--- src/rtl/irq_vec_pkg.sv ---
package irq_vec_pkg;
    typedef enum logic [2:0] {
        ST_IDLE  = 3'd0,
        ST_PUSH  = 3'd1,
        ST_VEC   = 3'd2,
        ST_ELOAD = 3'd3,
        ST_POP   = 3'd4,
        ST_RLOAD = 3'd5
    } seq_state_e;

    localparam int BYTE_W      = 8;
    localparam int FRAME_BYTES = 4;
    localparam int VEC_BYTES   = 2;
endpackage

--- src/rtl/irq_vec_frame.sv ---
// Selects the byte pushed in each slot of the saved frame.
module irq_vec_frame #(
    parameter int ADDR_W = 20,
    parameter int BASE_W = 16,
    parameter int PSW_W  = 8
) (
    input  logic [1:0]        slot,
    input  logic [ADDR_W-1:0] pc,
    input  logic [PSW_W-1:0]  psw,
    output logic [7:0]        byte_o
);
    localparam int HI_W = ADDR_W - BASE_W;

    always_comb begin
        unique case (slot)
            2'd0:    byte_o = psw;
            2'd1:    byte_o = {{(8-HI_W){1'b0}}, pc[ADDR_W-1:BASE_W]};
            2'd2:    byte_o = pc[15:8];
            default: byte_o = pc[7:0];
        endcase
    end
endmodule

--- src/rtl/irq_vec_tbl.sv ---
// Table slot address: base plus two bytes per source, plus the byte select.
module irq_vec_tbl #(
    parameter int              ADDR_W   = 20,
    parameter int              SRC_W    = 5,
    parameter logic [ADDR_W-1:0] VEC_BASE = 20'h00040
) (
    input  logic [SRC_W-1:0]  src,
    input  logic              hi_sel,
    output logic [ADDR_W-1:0] addr
);
    always_comb begin
        addr = VEC_BASE + (ADDR_W'(src) << 1) + ADDR_W'(hi_sel);
    end
endmodule

--- src/rtl/irq_vec_unpack.sv ---
// Builds the loaded PC/PSW from captured bytes for entry or return.
module irq_vec_unpack #(
    parameter int ADDR_W = 20,
    parameter int BASE_W = 16,
    parameter int PSW_W  = 8,
    parameter int IE_BIT = 7
) (
    input  logic                is_ret,
    input  logic [3:0][7:0]     cap,
    input  logic [PSW_W-1:0]    saved_psw,
    output logic [ADDR_W-1:0]   pc_o,
    output logic [PSW_W-1:0]    psw_o
);
    localparam int HI_W = ADDR_W - BASE_W;

    always_comb begin
        if (is_ret) begin
            pc_o  = {cap[2][HI_W-1:0], cap[1], cap[0]};
            psw_o = cap[3];
        end else begin
            pc_o          = {{HI_W{1'b0}}, cap[1], cap[0]};
            psw_o         = saved_psw;
            psw_o[IE_BIT] = 1'b0;
        end
    end
endmodule

--- src/rtl/irq_vec_seq.sv ---
module irq_vec_seq
    import irq_vec_pkg::*;
#(
    parameter int                ADDR_W   = 20,
    parameter int                BASE_W   = 16,
    parameter int                PSW_W    = 8,
    parameter int                SRC_W    = 5,
    parameter int                IE_BIT   = 7,
    parameter logic [ADDR_W-1:0] VEC_BASE = 20'h00040
) (
    input  logic              clk,
    input  logic              rst_n,
    input  logic              irq_req,
    input  logic [SRC_W-1:0]  irq_src,
    input  logic              ret_req,
    input  logic              ret_brk,
    input  logic [ADDR_W-1:0] cur_pc,
    input  logic [PSW_W-1:0]  cur_psw,
    input  logic [BASE_W-1:0] cur_sp,
    output logic              busy,
    output logic [ADDR_W-1:0] mem_addr,
    output logic              mem_we,
    output logic [7:0]        mem_wdata,
    output logic              mem_re,
    input  logic [7:0]        mem_rdata,
    output logic              pc_load,
    output logic [ADDR_W-1:0] pc_new,
    output logic              psw_load,
    output logic [PSW_W-1:0]  psw_new,
    output logic              sp_load,
    output logic [BASE_W-1:0] sp_new,
    output logic              done,
    output logic              done_brk
);
    localparam int HI_W     = ADDR_W - BASE_W;
    localparam int IDX_W    = 3;
    localparam logic [IDX_W-1:0] PUSH_LAST = IDX_W'(FRAME_BYTES - 1);
    localparam logic [IDX_W-1:0] VEC_LAST  = IDX_W'(VEC_BYTES);
    localparam logic [IDX_W-1:0] POP_LAST  = IDX_W'(FRAME_BYTES);

    typedef struct packed {
        seq_state_e                            state;
        logic [IDX_W-1:0]                      idx;
        logic [SRC_W-1:0]                      src;
        logic [ADDR_W-1:0]                     pc;
        logic [PSW_W-1:0]                      psw;
        logic [BASE_W-1:0]                     sp;
        logic                                  brk;
        logic [FRAME_BYTES-1:0][BYTE_W-1:0]    cap;
    } seq_regs_t;

    seq_regs_t         r_d, r_q;
    logic [7:0]        frame_byte;
    logic [ADDR_W-1:0] tbl_addr;
    logic [ADDR_W-1:0] unpack_pc;
    logic [PSW_W-1:0]  unpack_psw;
    logic [1:0]        cap_sel;

    irq_vec_frame #(.ADDR_W(ADDR_W), .BASE_W(BASE_W), .PSW_W(PSW_W)) frame_i (
        .slot   (r_q.idx[1:0]),
        .pc     (r_q.pc),
        .psw    (r_q.psw),
        .byte_o (frame_byte)
    );

    irq_vec_tbl #(.ADDR_W(ADDR_W), .SRC_W(SRC_W), .VEC_BASE(VEC_BASE)) tbl_i (
        .src    (r_q.src),
        .hi_sel (r_q.idx[0]),
        .addr   (tbl_addr)
    );

    irq_vec_unpack #(.ADDR_W(ADDR_W), .BASE_W(BASE_W), .PSW_W(PSW_W), .IE_BIT(IE_BIT)) unpack_i (
        .is_ret    (r_q.state == ST_RLOAD),
        .cap       (r_q.cap),
        .saved_psw (r_q.psw),
        .pc_o      (unpack_pc),
        .psw_o     (unpack_psw)
    );

    assign cap_sel = 2'(r_q.idx - IDX_W'(1));

    // Next-state computation
    always_comb begin
        r_d = r_q;
        unique case (r_q.state)
            ST_IDLE: begin
                if (irq_req) begin
                    r_d.state = ST_PUSH;
                    r_d.idx   = '0;
                    r_d.src   = irq_src;
                    r_d.pc    = cur_pc;
                    r_d.psw   = cur_psw;
                    r_d.sp    = cur_sp;
                end else if (ret_req) begin
                    r_d.state = ST_POP;
                    r_d.idx   = '0;
                    r_d.sp    = cur_sp;
                    r_d.brk   = ret_brk;
                end
            end
            ST_PUSH: begin
                if (r_q.idx == PUSH_LAST) begin
                    r_d.state = ST_VEC;
                    r_d.idx   = '0;
                end else begin
                    r_d.idx = r_q.idx + IDX_W'(1);
                end
            end
            ST_VEC: begin
                if (r_q.idx != '0) r_d.cap[cap_sel] = mem_rdata;
                if (r_q.idx == VEC_LAST) begin
                    r_d.state = ST_ELOAD;
                    r_d.idx   = '0;
                end else begin
                    r_d.idx = r_q.idx + IDX_W'(1);
                end
            end
            ST_POP: begin
                if (r_q.idx != '0) r_d.cap[cap_sel] = mem_rdata;
                if (r_q.idx == POP_LAST) begin
                    r_d.state = ST_RLOAD;
                    r_d.idx   = '0;
                end else begin
                    r_d.idx = r_q.idx + IDX_W'(1);
                end
            end
            default: begin
                r_d.state = ST_IDLE;
                r_d.idx   = '0;
            end
        endcase
    end

    always_ff @(posedge clk or negedge rst_n) begin
        if (!rst_n) r_q <= '0;
        else        r_q <= r_d;
    end

    // Outputs decoded from registered state
    always_comb begin
        busy      = (r_q.state != ST_IDLE);
        mem_we    = (r_q.state == ST_PUSH);
        mem_wdata = mem_we ? frame_byte : '0;
        mem_re    = ((r_q.state == ST_VEC) && (r_q.idx < VEC_LAST)) ||
                    ((r_q.state == ST_POP) && (r_q.idx < POP_LAST));
        unique case (r_q.state)
            ST_PUSH: mem_addr = {{HI_W{1'b0}}, r_q.sp - BASE_W'(r_q.idx) - BASE_W'(1)};
            ST_VEC:  mem_addr = mem_re ? tbl_addr : '0;
            ST_POP:  mem_addr = mem_re ? {{HI_W{1'b0}}, r_q.sp + BASE_W'(r_q.idx)} : '0;
            default: mem_addr = '0;
        endcase
        pc_load  = (r_q.state == ST_ELOAD) || (r_q.state == ST_RLOAD);
        psw_load = pc_load;
        sp_load  = pc_load;
        pc_new   = pc_load ? unpack_pc : '0;
        psw_new  = pc_load ? unpack_psw : '0;
        if (r_q.state == ST_ELOAD)      sp_new = r_q.sp - BASE_W'(FRAME_BYTES);
        else if (r_q.state == ST_RLOAD) sp_new = r_q.sp + BASE_W'(FRAME_BYTES);
        else                            sp_new = '0;
        done     = (r_q.state == ST_RLOAD);
        done_brk = done && r_q.brk;
    end
endmodule

--- config.mk ---
export PLATFORM = sky130hd
export DESIGN_NAME = irq_vec_seq
export DESIGN_NICKNAME = d
export VERILOG_FILES = /design/src/rtl/irq_vec_pkg.sv /design/src/rtl/irq_vec_frame.sv /design/src/rtl/irq_vec_tbl.sv /design/src/rtl/irq_vec_unpack.sv /design/src/rtl/irq_vec_seq.sv
export SDC_FILE = /design/constraint.sdc
export NUM_CORES = 1
export LEC_CHECK = 0
export ABC_AREA = 1
export BUFFER_PORTS_ARGS = -buffer_cell sky130_fd_sc_hd__buf_2
export CORE_MARGIN = 2
export CORE_UTILIZATION = 49
export CTS_CLUSTER_DIAMETER = 120
export CTS_CLUSTER_SIZE = 10
export DETAILED_ROUTE_END_ITERATION = 10
export PLACE_DENSITY = 0.79
export RECOVER_POWER = 100
export SYNTH_ARGS = -nofsm -noshare
export SYNTH_HDL_FRONTEND = slang
export SYNTH_SLANG_ARGS = --single-unit
export TNS_END_PERCENT = 5
--- constraint.sdc ---
create_clock -name clk -period 2.35 [get_ports clk]
set_input_delay 0.705 -clock clk [delete_from_list [all_inputs] [get_ports clk]]
set_output_delay 0.705 -clock clk [all_outputs]
set_load 0.01 [all_outputs]
==> results of run 1 <==
path summary, 6_finish.rpt:
path	endpoint	cells past startpoint
worst max-delay path	mem_addr[4]	9
max in group asynchronous	r_q[40]	2
worst max register to register	r_q[38]	7
worst min-delay path	r_q[60]	2
worst min register to register	r_q[60]	2
min in group asynchronous	r_q[47]	1
worst register-to-register path, stage by stage (launching register included):
cell and delay [ns]:
sky130_fd_sc_hd__dfrtp_1 0.44, sky130_fd_sc_hd__nor2_1 0.21, sky130_fd_sc_hd__nand2_1 0.12, sky130_fd_sc_hd__inv_1 0.12, sky130_fd_sc_hd__o21ai_0 0.40, sky130_fd_sc_hd__clkbuf_2 0.36, sky130_fd_sc_hd__nor2_1 0.14, sky130_fd_sc_hd__a21oi_1 0.05
power by group through the flow:
stage / Sequential, W / Combinational, W / Clock [W]
after global routing: 0.00282 / 0.00661 / 0.00171
final: 0.00274 / 0.00592 / 0.00161
after floorplan: 0.00244 / 0.00377 / 0
after CTS: 0.00269 / 0.00573 / 0.00164
after global placement: 0.00266 / 0.00536 / 0
after detailed placement: 0.00269 / 0.00545 / 0
cells in the final DEF, fill, tap and decap left out, drive strengths merged, types with 5 or more instances in the layout:
cell and instances:
a21oi 48, buf 175, clkbuf 25, dfrtp 84, ha 16, inv 97, nand2 264, nand3 87
nand4 8, nor2 109, o211ai 5, o21ai 75
layout make-up:
cell class	count	area share [%]
Multi-Input combinational cell	626	43.8
Sequential cell	84	28.8
Timing Repair Buffer	190	15.2
Inverter	97	5.07
Clock buffer	10	3.12
Tap cell	143	2.44
Clock inverter	6	1.54
repair_timing:
| item | in CTS | in global routing |
|---|---|---|
| setup buffers | 1 | 0 |
| setup endpoints to repair | 61 | 65 |
| hold buffers | 0 | 0 |
| pin swaps | 9 | 17 |
| gates resized for setup | 58 | 59 |
per-layer routing:
metal	global-route usage, %	up-vias	wire length (µm)
li1	-	3006	-
met2	46.2	237	8330
met1	33.9	2712	6900
met4	11.0	0	470
met5	0	-	0
met3	4.10	33	1050
per-stage QoR:
stage / worst slack [ns] / std cells / util, %
2_1_floorplan: -0.0145 / 848 / -
3_3_place_gp: -0.132 / 1139 / 59.2
3_5_place_dp: -0.171 / 1139 / 59.2
4_1_cts: -0.417 / 1156 / 63.5
5_1_grt: -0.557 / 1156 / 64.2
6_report: -0.450 / 1156 / 64.2
logic make-up (layout without fill, tap and decap cells):
logic type               Yosys count  count (layout)  share of synthesized area [%]
buffers and inverters            138             303                           11.4
adder cells (fa/ha/maj)           18              18                           4.18
AO/OA/AOI/OAI                    135             135                           12.5
flip-flops                        84              84                           36.6
AND/OR/NAND/NOR                  468             468                           35.1
other                              1               4                         0.0653
XOR/XNOR                           1               1                          0.153
==> impl_results.html, run 1 <==
<table>
<tr><th>Metric</th><th>Value</th></tr>
<tr><th colspan="2">Global route</th></tr>
<tr><td>Via count of the first global-routing pass</td><td>5722</td></tr>
<tr><td>Antenna violations before repair</td><td>0</td></tr>
<tr><td>Largest net degree at the start of global routing</td><td>38</td></tr>
<tr><td>Global-route congestion overflow total</td><td>0</td></tr>
<tr><td>Overall fraction of global-route tracks in use</td><td>approximately 27%</td></tr>
<tr><td>Global-route wire length before repair</td><td>between 20 and 30 mm</td></tr>
<tr><th colspan="2">Clocking</th></tr>
<tr><td># H-tree levels</td><td>3</td></tr>
<tr><td>Clock latency reported for the late side of the worst-skew pair</td><td>0.35 ns</td></tr>
<tr><td>Clock Sink Count</td><td>84</td></tr>
<tr><td>Clock slew seen by the registers of the worst setup and hold paths</td><td>roughly 0.060 ns</td></tr>
<tr><td>CTS tree</td><td>built</td></tr>
<tr><td>Inserted Clock Buffers</td><td>9</td></tr>
<tr><td>Root buffer cell</td><td>sky130_fd_sc_hd__clkbuf_16</td></tr>
<tr><td>Max Buffers Root-to-Sink</td><td>2</td></tr>
<tr><th colspan="2">STA</th></tr>
<tr><td>Endpoints failing setup</td><td>48</td></tr>
<tr><td>Final-layout worst hold slack</td><td>~0.47 ns</td></tr>
<tr><td>Slack of the critical path</td><td>-0.450 ns</td></tr>
<tr><td>Post-route minimum period</td><td>between 2 and 3 ns</td></tr>
<tr><td>Final worst-path cycle share</td><td>119%</td></tr>
<tr><td>Setup repair after global routing missed its margin</td><td>true</td></tr>
<tr><td>Number of endpoints with negative hold slack in the final report</td><td>0</td></tr>
<tr><td>Achievable clock frequency</td><td>approximately 0.36 GHz</td></tr>
<tr><td>Worst slew margin</td><td>-7.50%</td></tr>
<tr><td>Count of pins over their slew limit</td><td>31</td></tr>
<tr><td>Final setup skew</td><td>0.00500 ns</td></tr>
<tr><td>Total negative slack for setup checks</td><td>-9.67 ns</td></tr>
<tr><td>Least-Margin Pin Slew</td><td>1.61 ns</td></tr>
<tr><th colspan="2">Pwr</th></tr>
<tr><td>Combinational share of power</td><td>57.6%</td></tr>
<tr><td>P_sw</td><td>between 0.004 and 0.005 W</td></tr>
<tr><td>Worst IR drop on VDD</td><td>0.000716 V</td></tr>
<tr><td>Pwr/cell area</td><td>between 1000 and 1500 mW/mm²</td></tr>
<tr><td>Final total power</td><td>0.0103 W</td></tr>
<tr><td>P_leak</td><td>roughly 3.9 nW</td></tr>
<tr><td>Clock network fraction of design power</td><td>roughly 16%</td></tr>
<tr><td>Switching share of power</td><td>roughly 47%</td></tr>
<tr><td>Flop pwr share</td><td>a little over a quarter</td></tr>
<tr><td>P_int</td><td>approximately 0.0055 W</td></tr>
<tr><th colspan="2">Critical path</th></tr>
<tr><td>Peak per-stage delay on the critical path</td><td>~0.40 ns</td></tr>
<tr><td>Buffer and inverter count on the worst path</td><td>2</td></tr>
<tr><td>Max FO, Critical Path</td><td>4</td></tr>
<tr><td>Delay-heaviest family, CP</td><td>adder cells</td></tr>
<tr><td>Start-to-end type of the worst setup path</td><td>flop to output pin</td></tr>
<tr><td>Slowest stage cell, crit path</td><td>sky130_fd_sc_hd__dfrtp_2</td></tr>
<tr><td>Origin of the critical flop-to-flop path</td><td>r_q[86]</td></tr>
<tr><td>Critical Path End Type</td><td>output pin</td></tr>
<tr><td>CP Data Required Time</td><td>about 1.6 ns</td></tr>
<tr><td>CP Cell Sequence</td><td>inv_2, ha_4, fa_2, nand2_2, nand2_4, a21oi_1, o21ai_0, nand3_1, buf_2</td></tr>
<tr><td>Critical path arrival</td><td>approximately 2.1 ns</td></tr>
<tr><td>Crit path launch type</td><td>flop</td></tr>
<tr><td>Worst-case register-to-register setup slack</td><td>a little under 0.4 ns</td></tr>
<tr><td>Critical Path Start</td><td>r_q[82]</td></tr>
<tr><th colspan="2">Routing</th></tr>
<tr><td>Residual antenna-violating net count after detailed routing</td><td>0</td></tr>
<tr><td>Via density per instance</td><td>between 5 and 6</td></tr>
<tr><td>Via count</td><td>~6000</td></tr>
<tr><td>DR pass1 iterations</td><td>5</td></tr>
<tr><td>Total wire length</td><td>approximately 17 mm</td></tr>
<tr><td>Drc violations</td><td>0</td></tr>
<tr><td>Routed wirelength normalized by instance count</td><td>roughly 14 µm</td></tr>
<tr><td>Violation count after the first detailed-route iteration</td><td>around 420</td></tr>
<tr><th colspan="2">Placement</th></tr>
<tr><td>Detailed placement HPWL</td><td>around 13 mm</td></tr>
<tr><td>Routability Congestion</td><td>between 0.9 and 1</td></tr>
<tr><td>Placed cell areas</td><td>just under 0.007 mm²</td></tr>
<tr><td>Number of port buffers</td><td>around 140</td></tr>
<tr><th colspan="2">Synth</th></tr>
<tr><td>Share of flip-flops with an asynchronous set or reset after synthesis</td><td>100%</td></tr>
<tr><td>Sequential area share after synthesis</td><td>a little over a third</td></tr>
<tr><td>EDFF count, synth</td><td>0</td></tr>
<tr><td>Synthesized area divided by synthesized cell count</td><td>between 6 and 7 µm²</td></tr>
<tr><td>Top cells by count, synth</td><td>259 x sky130_fd_sc_hd__nand2_1, 92 x sky130_fd_sc_hd__inv_1, 92 x sky130_fd_sc_hd__nor2_1, 85 x sky130_fd_sc_hd__nand3_1, 84 x sky130_fd_sc_hd__dfrtp_1</td></tr>
<tr><td>Post-synth design cell area</td><td>0.00574 mm²</td></tr>
<tr><td>Leading cell type by number of instances after synthesis</td><td>sky130_fd_sc_hd__nand2_1</td></tr>
<tr><td>Area contributors post-synth</td><td>sky130_fd_sc_hd__dfrtp_1 37%, sky130_fd_sc_hd__nand2_1 17%, sky130_fd_sc_hd__nand3_1 7.4%, sky130_fd_sc_hd__inv_1 6.0%, sky130_fd_sc_hd__nor2_1 6.0%</td></tr>
<tr><td>Number of distinct library cells after synthesis</td><td>33</td></tr>
<tr><td>Instance count of the mapped netlist</td><td>845</td></tr>
<tr><td>Main synth FF type</td><td>sky130_fd_sc_hd__dfrtp_1</td></tr>
<tr><td>Area share of the leading cell type in the synthesized netlist</td><td>a little over a third</td></tr>
<tr><td>Seq cells post-synth</td><td>84</td></tr>
<tr><td>Number of warnings reported in the yosys synthesis log</td><td>0</td></tr>
<tr><td>Cell taking the most area after synthesis</td><td>sky130_fd_sc_hd__dfrtp_1</td></tr>
<tr><th colspan="2">Cells and area</th></tr>
<tr><td>Fraction of layout cells with a size suffix above 1</td><td>between 30 and 40%</td></tr>
<tr><td>Sequential Area</td><td>0.00211 mm²</td></tr>
<tr><td>Flip-flop count of the largest register after layout</td><td>84</td></tr>
<tr><td>Layout Nets</td><td>between 1000 and 1500</td></tr>
<tr><td>Area of the multi-input gates</td><td>approximately 0.0032 mm²</td></tr>
<tr><td>Fill cell instance count of the final layout</td><td>roughly 1100</td></tr>
<tr><td>Top Registers</td><td>r_q (84)</td></tr>
<tr><td>Biggest register</td><td>r_q</td></tr>
<tr><td>Post-route standard cell area excluding fillers</td><td>~0.0073 mm²</td></tr>
<tr><td>Count of inserted antenna diode cells</td><td>0</td></tr>
<tr><td>Synth-to-layout area growth</td><td>27.6%</td></tr>
<tr><th colspan="2">Floorplanning</th></tr>
<tr><td>Overall die width</td><td>112 µm</td></tr>
<tr><td>Die H</td><td>roughly 110 µm</td></tr>
<tr><td>Row Count</td><td>39</td></tr>
<tr><td>Area of the die</td><td>0.0126 mm²</td></tr>
<tr><td>Core box area</td><td>0.0114 mm²</td></tr>
<tr><td>Initial cell density of the core</td><td>about half</td></tr>
<tr><td>I/O pin cnt</td><td>142</td></tr>
<tr><th colspan="2">Run</th></tr>
<tr><td>Number of max-cap violations</td><td>1</td></tr>
<tr><th colspan="2">Hold path</th></tr>
<tr><td>Worst min-delay path class</td><td>flop to flop</td></tr>
<tr><td>Worst hold path startpoint</td><td>r_q[60]</td></tr>
<tr><th colspan="2">Outcome</th></tr>
<tr><td>Result of the run</td><td>complete, but fails checks</td></tr>
<tr><td>Failing checks</td><td>capacitance limit, slew limit, setup timing</td></tr>
</table>
No activity file was read; power rests on OpenSTA's default activity.
==> run 2: changes to the inputs <==
- CORE_MARGIN: 2 -> 5
- CORE_UTILIZATION: 49 -> 50
- PLACE_DENSITY: 0.79 -> 0.77
- SYNTH_HIERARCHICAL: unset -> 1
==> run 2 against run 1 <==
Effect of this change:
- the run ends with setup timing left
- sequential share of layout area shrank 1.8 points
- flip-flop and latch count unchanged
- critical endpoint is now mem_addr[12]
- synthesized cell count rose by 11%
==> impl_results.html, run 2 <==
<table>
<tr><th>Metric</th><th>Value</th></tr>
<tr><th colspan="2">Outcome</th></tr>
<tr><td>Result of the run</td><td>complete, but fails checks</td></tr>
<tr><td>Failing checks</td><td>setup timing</td></tr>
<tr><th colspan="2">Routing</th></tr>
<tr><td>Drc violations</td><td>0</td></tr>
<tr><td>Via density per instance</td><td>around 5.1</td></tr>
<tr><td>Total wire length</td><td>around 18 mm</td></tr>
<tr><td>Residual antenna-violating net count after detailed routing</td><td>0</td></tr>
<tr><td>DR pass1 iterations</td><td>8</td></tr>
<tr><td>Violation count after the first detailed-route iteration</td><td>414</td></tr>
<tr><td>Via count</td><td>6493</td></tr>
<tr><td>Routed wirelength normalized by instance count</td><td>about 14 µm</td></tr>
<tr><th colspan="2">STA</th></tr>
<tr><td>Count of pins over their slew limit</td><td>0</td></tr>
<tr><td>Endpoints failing setup</td><td>63</td></tr>
<tr><td>Final worst-path cycle share</td><td>123%</td></tr>
<tr><td>Worst slew margin</td><td>under 10%</td></tr>
<tr><td>Least-Margin Pin Slew</td><td>~1.4 ns</td></tr>
<tr><td>Post-route minimum period</td><td>between 2 and 3 ns</td></tr>
<tr><td>Achievable clock frequency</td><td>0.347 GHz</td></tr>
<tr><td>Total negative slack for setup checks</td><td>-10.70 ns</td></tr>
<tr><td>Slack of the critical path</td><td>-0.529 ns</td></tr>
<tr><td>Setup repair after global routing missed its margin</td><td>true</td></tr>
<tr><td>Final setup skew</td><td>roughly 0.0086 ns</td></tr>
<tr><td>Number of endpoints with negative hold slack in the final report</td><td>0</td></tr>
<tr><th colspan="2">Critical path</th></tr>
<tr><td>Max FO, Critical Path</td><td>6</td></tr>
<tr><td>Origin of the critical flop-to-flop path</td><td>r_q[85]</td></tr>
<tr><td>Start-to-end type of the worst setup path</td><td>flop to output pin</td></tr>
<tr><td>Critical path arrival</td><td>about 2.2 ns</td></tr>
<tr><td>Number of cells on the worst reg-to-reg path</td><td>6</td></tr>
<tr><td>Critical Path End Type</td><td>output pin</td></tr>
<tr><td>CP Data Required Time</td><td>about 1.6 ns</td></tr>
<tr><td>Endpoint of the worst register-to-register path</td><td>r_q[59]</td></tr>
<tr><td>Peak per-stage delay on the critical path</td><td>0.41 ns</td></tr>
<tr><td>CP Cell Sequence</td><td>inv_2, ha_4, fa_2, nand2_4, nand2_4, nor2_4, nand3_1, nand3_1, nand3_2, buf_2</td></tr>
<tr><td>Slowest stage cell, crit path</td><td>sky130_fd_sc_hd__fa_2</td></tr>
<tr><td>Worst-case register-to-register setup slack</td><td>around 0.20 ns</td></tr>
<tr><td>Crit path launch type</td><td>flop</td></tr>
<tr><th colspan="2">Cells and area</th></tr>
<tr><td>Flip-flop count of the largest register after layout</td><td>between 80 and 90</td></tr>
<tr><td>Top Registers</td><td>r_q (84)</td></tr>
<tr><td>Most common library cell in the layout ignoring fill and taps</td><td>sky130_fd_sc_hd__nand2_1</td></tr>
<tr><td>Synth-to-layout area growth</td><td>24.7%</td></tr>
<tr><td>Biggest register</td><td>r_q</td></tr>
<tr><td>Fraction of layout cells with a size suffix above 1</td><td>28.1%</td></tr>
<tr><td>Count of inserted antenna diode cells</td><td>0</td></tr>
<tr><td>Fill cell instance count of the final layout</td><td>roughly 1200</td></tr>
<tr><td>Commonest cells after routing, fill and taps aside</td><td>296 x sky130_fd_sc_hd__nand2_1, 132 x sky130_fd_sc_hd__buf_2, 102 x sky130_fd_sc_hd__nor2_1</td></tr>
<tr><td>Layout Nets</td><td>roughly 1200</td></tr>
<tr><th colspan="2">Clocking</th></tr>
<tr><td># H-tree levels</td><td>3</td></tr>
<tr><td>Max Buffers Root-to-Sink</td><td>2</td></tr>
<tr><td>Inserted Clock Buffers</td><td>9</td></tr>
<tr><td>Root buffer cell</td><td>sky130_fd_sc_hd__clkbuf_16</td></tr>
<tr><td>Clock Sink Count</td><td>84</td></tr>
<tr><td>Clock latency reported for the late side of the worst-skew pair</td><td>~0.35 ns</td></tr>
<tr><td>Hold-fix buffer count after cts</td><td>0</td></tr>
<tr><td>Clock slew seen by the registers of the worst setup and hold paths</td><td>approximately 0.060 ns</td></tr>
<tr><td>CTS tree</td><td>built</td></tr>
<tr><th colspan="2">Synth</th></tr>
<tr><td>Instance count of the mapped netlist</td><td>roughly 940</td></tr>
<tr><td>Post-synth design cell area</td><td>~0.0063 mm²</td></tr>
<tr><td>Synthesized area divided by synthesized cell count</td><td>roughly 6.7 µm²</td></tr>
<tr><td>Number of warnings reported in the yosys synthesis log</td><td>6</td></tr>
<tr><th colspan="2">Global route</th></tr>
<tr><td>Antenna violations before repair</td><td>0</td></tr>
<tr><td>Global-route congestion overflow total</td><td>0</td></tr>
<tr><td>Largest net degree at the start of global routing</td><td>44</td></tr>
<tr><td>Global-route wire length before repair</td><td>30.0 mm</td></tr>
<tr><td>Via count of the first global-routing pass</td><td>around 6300</td></tr>
<tr><td>Overall fraction of global-route tracks in use</td><td>about a quarter</td></tr>
<tr><th colspan="2">Placement</th></tr>
<tr><td>Routability Congestion</td><td>around 0.94</td></tr>
<tr><td>Number of port buffers</td><td>between 100 and 150</td></tr>
<tr><td>Detailed placement HPWL</td><td>14.5 mm</td></tr>
<tr><td>Worst slack, placed</td><td>-0.128 ns</td></tr>
<tr><th colspan="2">Floorplanning</th></tr>
<tr><td>Initial cell density of the core</td><td>50.4%</td></tr>
<tr><td>Die H</td><td>approximately 120 µm</td></tr>
<tr><td>Area of the die</td><td>0.0149 mm²</td></tr>
<tr><td>Row Count</td><td>slightly above 40</td></tr>
<tr><td>Overall die width</td><td>122 µm</td></tr>
<tr><td>Core box area</td><td>0.0125 mm²</td></tr>
<tr><td>I/O pin cnt</td><td>roughly 140</td></tr>
<tr><th colspan="2">Pwr</th></tr>
<tr><td>Pwr/cell area</td><td>about 1300 mW/mm²</td></tr>
<tr><td>Worst IR drop on VDD</td><td>0.000652 V</td></tr>
<tr><td>P_leak</td><td>around 4.2 nW</td></tr>
<tr><th colspan="2">Hold path</th></tr>
<tr><td>Instance count along the most critical hold path</td><td>2</td></tr>
<tr><td>End of the worst hold path</td><td>r_q[71]</td></tr>
<tr><td>Worst hold path startpoint</td><td>r_q[71]</td></tr>
<tr><td>Worst min-delay path class</td><td>flop to flop</td></tr>
<tr><th colspan="2">Run</th></tr>
<tr><td>Number of max-cap violations</td><td>0</td></tr>
</table>
-- run 2: changes by cell type in the layout (fill, tap and decap cells not counted), moves of 6 or more --
cell,before,now
sky130_fd_sc_hd__o21ai_0,53,25
sky130_fd_sc_hd__a21oi_1,46,25
sky130_fd_sc_hd__o21a_1,1,20
sky130_fd_sc_hd__nand4_1,8,14
sky130_fd_sc_hd__nand2_1,243,296
sky130_fd_sc_hd__buf_4,41,65
sky130_fd_sc_hd__buf_2,126,132
sky130_fd_sc_hd__nor2_2,22,10
sky130_fd_sc_hd__nor2_1,78,102
sky130_fd_sc_hd__conb_1,4,14
sky130_fd_sc_hd__inv_1,80,101
sky130_fd_sc_hd__nand2_2,15,9
-- run 2: power breakdown --
group	switching (W)	internal [W]
sequential	0.000614	0.00214
clock	0.000567	0.000823
combinational	0.00366	0.00252
total	0.00484	0.00548
-- run 2: layout make-up --
class                   instances  area, µm²  area share [%]
multi-input cells             677       3410            43.6
well taps                     172        215            2.75
inverters                     118        455            5.82
flip-flops and latches         84       2120            27.0
clock inverters                 4       50.0           0.640
repair buffers                217       1340            17.1
clock buffers                  12        236            3.02
-- run 2: repair_timing --
action | in CTS | in global routing
endpoints found under the hold margin | 0 | 0
pin swaps | 20 | 10
setup endpoints to repair | 71 | 73
gates resized for setup | 57 | 17
setup buffers | 2 | 3
cloned | 0 | 0
-- run 2: metrics by stage --
step                std cells  hold WS (ns)  power (W)  instance area (µm²)  utilization (%)
global route             1284         0.486     0.0112                 7830             62.8
global placement         1263         0.454    0.00851                 7410             59.5
finish                   1284         0.471     0.0103                 7830             62.8
detailed placement       1263         0.459    0.00863                 7410             59.5
CTS                      1281         0.275     0.0103                 7860             63.1
floorplan                 948         0.409    0.00653                 6390                -
-- run 2: per-layer routing --
| metal | wire, µm | vias up | global-route usage [%] |
|---|---|---|---|
| met5 | 0 | - | 0 |
| met4 | 417 | 0 | 8.89 |
| met3 | 1260 | 37 | 5.43 |
| met2 | 9140 | 226 | 44.0 |
| met1 | 7670 | 3004 | 31.4 |
| li1 | - | 3226 | - |
-- run 2: how the worst max path moves through the flow --
| stage | start | to | slack, ns | cells after the start |
|---|---|---|---|---|
| 6_report | r_q[82] | mem_addr[12] | -0.53 | 10 |
| 5_1_grt | r_q[82] | mem_addr[12] | -0.61 | 10 |
| 2_1_floorplan | r_q[82] | mem_addr[10] | -0.03 | 12 |
| 3_3_place_gp | r_q[33] | mem_addr[10] | -0.09 | 13 |
| 4_1_cts | r_q[33] | mem_addr[12] | -0.48 | 9 |
| 3_5_place_dp | r_q[33] | mem_addr[10] | -0.13 | 12 |
-- run 2: critical path: cells and delay by family (launching register included) --
family	cells	cell delay [ns]
simple gates	6	0.66
fa+ha+maj	2	0.58
flops	1	0.40
buf+inv	2	0.21
